==> src/rtl/mfg_pkg.sv <==
`timescale 1ns/1ps
package mfg_pkg;
  // Strobes from control to datapath, all valid for one clock
  typedef struct packed {
    logic zcAccept;   // qualified zero crossing, re-arm the half cycle
    logic tick;       // coarse timing tick
    logic lost;       // mains currently considered absent
    logic inhibit;    // any reason to keep the gate off
  } fireStrb_t;
endpackage

==> src/rtl/mfg_ctrl.sv <==
`timescale 1ns/1ps
module mfg_ctrl
  import mfg_pkg::*;
#(
  parameter int CLKS_PER_TICK = 2000,
  parameter int DEB_CLKS      = 64,
  parameter int BLANK_TICKS   = 200,
  parameter int LOSS_TICKS    = 1500
) (
  input  logic      clk,
  input  logic      rstN,
  input  logic      zcRaw,
  input  logic      enable,
  input  logic      faultIn,
  input  logic      faultClr,
  output fireStrb_t strb,
  output logic      mainsLost,
  output logic      faultLatch
);
  localparam int PRE_W = (CLKS_PER_TICK > 1) ? $clog2(CLKS_PER_TICK) : 1;
  localparam int DEB_W = $clog2(DEB_CLKS + 1);
  localparam int BLK_W = $clog2(BLANK_TICKS + 1);
  localparam int LOS_W = $clog2(LOSS_TICKS + 1);

  logic [1:0]       zcSync;
  logic [1:0]       faultSync;
  logic             zcS;
  logic             faultS;
  logic             zcStable;
  logic [DEB_W-1:0] debCnt;
  logic             debDone;
  logic             zcAcceptQ;
  logic [BLK_W-1:0] blankCnt;
  logic [PRE_W-1:0] presc;
  logic             tick;
  logic [LOS_W-1:0] lossCnt;

  // two-flop synchronisers
  always_ff @(posedge clk) begin
    if (!rstN) begin
      zcSync    <= '0;
      faultSync <= '0;
    end else begin
      zcSync    <= {zcSync[0], zcRaw};
      faultSync <= {faultSync[0], faultIn};
    end
  end
  assign zcS    = zcSync[1];
  assign faultS = faultSync[1];

  // spike filter: level must differ for DEB_CLKS cycles in a row
  assign debDone = (zcS != zcStable) && (debCnt == DEB_W'(DEB_CLKS - 1));

  always_ff @(posedge clk) begin
    if (!rstN) begin
      zcStable <= 1'b0;
      debCnt   <= '0;
    end else if (zcS == zcStable) begin
      debCnt <= '0;
    end else if (debDone) begin
      zcStable <= zcS;
      debCnt   <= '0;
    end else begin
      debCnt <= debCnt + 1'b1;
    end
  end

  // hold-off window after each qualified crossing
  always_ff @(posedge clk) begin
    if (!rstN) begin
      zcAcceptQ <= 1'b0;
      blankCnt  <= '0;
    end else begin
      zcAcceptQ <= debDone && (blankCnt == '0);
      if (zcAcceptQ)
        blankCnt <= BLK_W'(BLANK_TICKS);
      else if (tick && blankCnt != '0)
        blankCnt <= blankCnt - 1'b1;
    end
  end

  // tick prescaler, phase-aligned to each crossing
  assign tick = (presc == PRE_W'(CLKS_PER_TICK - 1)) && !zcAcceptQ;

  always_ff @(posedge clk) begin
    if (!rstN)
      presc <= '0;
    else if (zcAcceptQ || presc == PRE_W'(CLKS_PER_TICK - 1))
      presc <= '0;
    else
      presc <= presc + 1'b1;
  end

  // mains supervision
  always_ff @(posedge clk) begin
    if (!rstN) begin
      lossCnt   <= '0;
      mainsLost <= 1'b1;
    end else if (zcAcceptQ) begin
      lossCnt   <= '0;
      mainsLost <= 1'b0;
    end else if (tick && lossCnt != LOS_W'(LOSS_TICKS)) begin
      lossCnt <= lossCnt + 1'b1;
      if (lossCnt == LOS_W'(LOSS_TICKS - 1))
        mainsLost <= 1'b1;
    end
  end

  // fault latch: set by fault, released only by clear with fault gone
  always_ff @(posedge clk) begin
    if (!rstN)
      faultLatch <= 1'b0;
    else if (faultS)
      faultLatch <= 1'b1;
    else if (faultClr)
      faultLatch <= 1'b0;
  end

  always_comb begin
    strb.zcAccept = zcAcceptQ;
    strb.tick     = tick;
    strb.lost     = mainsLost;
    strb.inhibit  = mainsLost | faultLatch | faultS | !enable;
  end

  // no second crossing accepted while hold-off runs
  a_r5_blank_rejects: assert property (@(posedge clk) disable iff (!rstN)
    (blankCnt != '0) |=> !zcAcceptQ);

  // a qualified crossing restores mains presence
  a_r8_zc_restores: assert property (@(posedge clk) disable iff (!rstN)
    zcAcceptQ |=> !mainsLost);

  // latch is not released without a clear
  a_r10_latch_holds: assert property (@(posedge clk) disable iff (!rstN)
    (faultLatch && !faultClr) |=> faultLatch);
endmodule

==> src/rtl/mfg_datapath.sv <==
`timescale 1ns/1ps
module mfg_datapath
  import mfg_pkg::*;
#(
  parameter int DELAY_W     = 10,
  parameter int PULSE_TICKS = 10,
  parameter int LOSS_TICKS  = 1500
) (
  input  logic               clk,
  input  logic               rstN,
  input  fireStrb_t          strb,
  input  logic [DELAY_W-1:0] delaySet,
  output logic               gatePulse
);
  localparam int CNT_W = $clog2(LOSS_TICKS + 1);
  localparam int PUL_W = $clog2(PULSE_TICKS + 1);
  localparam int CMP_W = (DELAY_W > CNT_W) ? DELAY_W : CNT_W;

  logic [DELAY_W-1:0] delayLat;
  logic [DELAY_W-1:0] delayCnt;
  logic [CNT_W-1:0]   halfCnt;
  logic [CNT_W-1:0]   periodLat;
  logic [PUL_W-1:0]   pulseCnt;
  logic               fired;
  logic               fitsHalf;
  logic               fireNow;

  assign fitsHalf  = CMP_W'(delayLat) < CMP_W'(periodLat);
  assign fireNow   = strb.tick && !fired && !strb.inhibit && fitsHalf &&
                     (delayCnt == delayLat);
  assign gatePulse = (pulseCnt != '0);

  always_ff @(posedge clk) begin
    if (!rstN) begin
      delayLat  <= '0;
      delayCnt  <= '0;
      halfCnt   <= '0;
      periodLat <= '0;
      pulseCnt  <= '0;
      fired     <= 1'b0;
    end else if (strb.zcAccept) begin
      delayLat  <= delaySet;
      periodLat <= halfCnt;
      halfCnt   <= '0;
      delayCnt  <= '0;
      pulseCnt  <= '0;
      fired     <= 1'b0;
    end else begin
      if (strb.lost) begin
        halfCnt   <= '0;
        periodLat <= '0;
      end else if (strb.tick && halfCnt != CNT_W'(LOSS_TICKS)) begin
        halfCnt <= halfCnt + 1'b1;
      end

      if (strb.tick && delayCnt != '1)
        delayCnt <= delayCnt + 1'b1;

      if (strb.inhibit)
        pulseCnt <= '0;
      else if (fireNow)
        pulseCnt <= PUL_W'(PULSE_TICKS);
      else if (strb.tick && pulseCnt != '0)
        pulseCnt <= pulseCnt - 1'b1;

      if (fireNow)
        fired <= 1'b1;
    end
  end

  // every qualified crossing re-arms the half cycle
  a_r2_rearm: assert property (@(posedge clk) disable iff (!rstN)
    strb.zcAccept |=> (!fired && delayCnt == '0));

  // once fired, no second firing before the next crossing
  a_r3_single_fire: assert property (@(posedge clk) disable iff (!rstN)
    (fired && !strb.zcAccept) |=> fired);

  // setpoint copy moves only at a crossing
  a_r6_latch_at_zc: assert property (@(posedge clk) disable iff (!rstN)
    !strb.zcAccept |=> $stable(delayLat));

  // a pulse only starts when the delay fits the measured half cycle
  a_r7_no_late_fire: assert property (@(posedge clk) disable iff (!rstN)
    $rose(gatePulse) |-> (CMP_W'(delayLat) < CMP_W'(periodLat)));
endmodule

==> src/rtl/mains_fire_gen.sv <==
`timescale 1ns/1ps
module mains_fire_gen
  import mfg_pkg::*;
#(
  parameter int CLKS_PER_TICK = 2000,
  parameter int DEB_CLKS      = 64,
  parameter int BLANK_TICKS   = 200,
  parameter int LOSS_TICKS    = 1500,
  parameter int PULSE_TICKS   = 10,
  parameter int DELAY_W       = 10
) (
  input  logic               clk,
  input  logic               rstN,
  input  logic               zcRaw,
  input  logic [DELAY_W-1:0] delaySet,
  input  logic               enable,
  input  logic               faultIn,
  input  logic               faultClr,
  output logic               gateOut,
  output logic               mainsOk
);
  fireStrb_t strb;
  logic      mainsLost;
  logic      faultLatch;
  logic      gatePulse;

  mfg_ctrl #(
    .CLKS_PER_TICK(CLKS_PER_TICK),
    .DEB_CLKS     (DEB_CLKS),
    .BLANK_TICKS  (BLANK_TICKS),
    .LOSS_TICKS   (LOSS_TICKS)
  ) uCtrl (
    .clk       (clk),
    .rstN      (rstN),
    .zcRaw     (zcRaw),
    .enable    (enable),
    .faultIn   (faultIn),
    .faultClr  (faultClr),
    .strb      (strb),
    .mainsLost (mainsLost),
    .faultLatch(faultLatch)
  );

  mfg_datapath #(
    .DELAY_W    (DELAY_W),
    .PULSE_TICKS(PULSE_TICKS),
    .LOSS_TICKS (LOSS_TICKS)
  ) uDp (
    .clk      (clk),
    .rstN     (rstN),
    .strb     (strb),
    .delaySet (delaySet),
    .gatePulse(gatePulse)
  );

  // fault path is combinational so the gate drops without a clock edge
  assign gateOut = gatePulse & ~faultIn & ~faultLatch;
  assign mainsOk = ~mainsLost;

  // fault input forces the gate low
  a_r9_fault_blanks: assert property (@(posedge clk) disable iff (!rstN)
    faultIn |-> !gateOut);

  // no gate while mains is absent
  a_r8_off_when_lost: assert property (@(posedge clk) disable iff (!rstN)
    !mainsOk |-> !gateOut);

  // disabling stops the gate by the next cycle
  a_r11_enable_off: assert property (@(posedge clk) disable iff (!rstN)
    !enable |=> !gateOut);
endmodule

==> config.mk <==
export PLATFORM = sky130hd
export DESIGN_NAME = mains_fire_gen
export DESIGN_NICKNAME = d
export VERILOG_FILES = /design/src/rtl/mfg_pkg.sv /design/src/rtl/mfg_ctrl.sv /design/src/rtl/mfg_datapath.sv /design/src/rtl/mains_fire_gen.sv
export SDC_FILE = /design/constraint.sdc
export NUM_CORES = 1
export LEC_CHECK = 0
export ABC_AREA = 1
export BUFFER_PORTS_ARGS = -buffer_cell sky130_fd_sc_hd__buf_4
export CORE_ASPECT_RATIO = 1.2
export CORE_MARGIN = 1
export CORE_UTILIZATION = 40
export DETAILED_ROUTE_END_ITERATION = 10
export SYNTH_ARGS = -nofsm -noshare
export SYNTH_HDL_FRONTEND = slang
export SYNTH_SLANG_ARGS = --single-unit
==> constraint.sdc <==
create_clock -name clk -period 4.6 [get_ports clk]
set_input_delay 0.92 -clock clk [delete_from_list [all_inputs] [get_ports clk]]
set_output_delay 0.92 -clock clk [all_outputs]
set_load 0.05 [all_outputs]
==> metrics.cfg <==
[drt]
vias=3970
wirelength_mm=9.94
postRouteAntennaNets=0
drc=0
drt-wirelength-per-cell_um=12.2
viasPerCell=4.86
firstDrtPassIters=4
drt-initial-drc-count=234

[final_layout]
nNetsFinal=693
final_common_cell=nand2_1
areaGrowthSynthToFinish_pct=11.2
fill_cells=1147
layout_common_cells=nand2_1, inv_1, dfxtp_1, nor2_1, a21oi_1
drive_gt1_share_pct=8.30
diodes=0

[clocking]
tritoncts=built
ctsResizeCount=0
cts_hold_buf=0
root_buffer=clkbuf_16
post_cts_buffers=0
clock_sinks=92
clockBufferDepth=2
htree_levels=3
clk_latency_ns=0.35
cts.clk_slew.worst_paths_ns=0.06
cts_buffers=9

[sta]
setup_tns_ns=0
skew_ns=0.00730
whs_ns=0.423
worst_pin_slew_ns=0.993
finalSetupViolations=0
hold_viol_final=0
rsz0062_at_grt=false
fin_crit_ns=2.64
fin_crit_sh_pct=57.3
slew_viol_final=0
max_slew_margin_pct=33.7
fmax_ghz=0.379

[critical_path]
critPathMaxStageDelay_ns=0.47
cp.required_ns=4.87
startpoint_type=input port
end_kind=flop
arrival_ns=2.91
worst-setup-path-type=input port to flop
crit_chain=buf_4, inv_2, nor2_2, inv_1, nor2_4, inv_2, nor3b_2
path_common_cell=inv_2
worstPathMaxFanout=19
critPathSlowestCell=nor2_2

[outcome]
status=finished, final reports clean

[logic_synthesis]
syn_inst=643
synth_area_per_cell_um2=7.15
synthesis.nets=678
synth_area_um2=4600
synthDistinctLibCells=34
synth-main-ff-cell=dfxtp_1
ys_seq_elements=92
seq_area_frac_synth_pct=40.1
synth-edff-count=0
synthArstFlopShare_pct=0
ys.warnings.count=0

[power_and_ir_drop]
peakVddDrop_v=0.000175
power_density_nw_per_um2=295
p_leak_nw=1.97
total_power_mw=1.51

[min_path]
min_path_type=flop to flop

[floorplanning]
core_area_um2=11100
num_rows=42
initial_core_util_pct=41.5
die_x_um=99.9
die_y_um=119
die_area_um2=11900
ios=18

[placement]
dp_hpwl_mm=7.45
io_buffers=17
place_congestion=0.790

[global_route]
grt_pass1_vias=3760
grt-ovfl-total=0
antenna_found_initial=0
grtUsageMet1_pct=22.1
grt_usage_pct=18.1
grtUsageMet3_pct=2.64
grt_use_met2_pct=31.0
grt_max_degree=33
grt_pass1_wl_mm=17.1
grt-busiest-layer=met2

[run]
maxCapViolations=0

[flip-flops by register name, indices dropped and copies added (netlist names), 2 cells and up]
| signal | cells |
|---|---|
| uDp.pulseCnt | 4 |
| uCtrl.presc | 11 |
| uCtrl.faultSync | 2 |
| uDp.delayLat | 10 |
| uCtrl.zcSync | 2 |
| uCtrl.blankCnt | 8 |
| uCtrl.lossCnt | 11 |
| uCtrl.debCnt | 7 |
| uDp.halfCnt | 11 |
| uDp.periodLat | 11 |
| uDp.delayCnt | 10 |
[final timing paths]
check	startpoint	endpoint	slack, ns	cells after the start
worst min register to register	uCtrl.zcSync[0]$_SDFF_PN0_	uCtrl.zcSync[1]$_SDFF_PN0_	0.42	2
worst max-delay path	rstN	uDp.halfCnt[7]$_SDFFE_PP0P_	1.96	7
worst max register to register	uCtrl.zcAcceptQ$_SDFF_PN0_	uDp.delayCnt[8]$_SDFFE_PP0P_	2.09	8
worst min-delay path	uCtrl.zcSync[0]$_SDFF_PN0_	uCtrl.zcSync[1]$_SDFF_PN0_	0.42	2
[power by group]
part           internal [mW]  switching, mW  leakage [nW]
clock network          0.366          0.306         0.127
registers              0.801        0.00244         0.742
logic                 0.0128         0.0187          1.10
total                   1.18          0.327          1.97
[area by class of cell]
class / instances / area (µm²) / share of cell area (%)
Clock inverter: 4 / 26.3 / 0.514
Timing Repair Buffer: 17 / 128 / 2.50
Inverter: 101 / 379 / 7.42
Tap cell: 154 / 193 / 3.77
Sequential cell: 92 / 1840 / 36.0
Clock buffer: 12 / 236 / 4.63
Multi-Input combinational cell: 437 / 2310 / 45.2
[cell usage after synthesis (all sizes together), types with 10 or more instances]
master / instances / area, µm²
a21oi: 53 / 265
ha: 19 / 238
nand4: 10 / 62.6
nor3: 30 / 155
dfxtp: 92 / 1840
inv: 101 / 379
nand2: 130 / 490
o32ai: 11 / 96.3
xor2: 13 / 114
o21ai: 31 / 159
nor2: 77 / 319
nand3: 39 / 218
[kinds of logic (layout without fill, tap and decap cells)]
group	Yosys count	count (layout)	synth area share, %
xor gates and xnor gates	19	19	3.62
buffers and inverters	114	134	9.72
DFF	92	92	40.1
and+or+nand+nor	298	298	29.2
adders and majority gates	19	19	5.17
AOI/OAI and AO/OA	101	101	12.2
[per-layer routing]
layer	vias up	share of wire, %
li1	2102	-
met1	1800	46
met2	53	48
met3	15	3.4
met4	0	2.2
met5	-	0
[worst max-delay path, delay by kind of cell]
family	cells	cell delay, ns
and+or+nand+nor	3	0.94
buffers and inverters	4	1.03
[through the flow]
| step | cells | cell area, µm² | utilization (%) | setup WS [ns] |
|---|---|---|---|---|
| final | 817 | 5110 | 46.1 | 1.96 |
| after global routing | 817 | 5110 | 46.1 | 1.75 |
| after CTS | 817 | 5110 | 46.1 | 1.92 |
| after detailed placement | 801 | 4850 | 43.7 | 1.56 |
| after global placement | 801 | 4850 | 43.7 | 1.61 |
| after floorplan | 643 | 4600 | - | 1.68 |
Note: power is estimated with default switching activity, not from simulation.
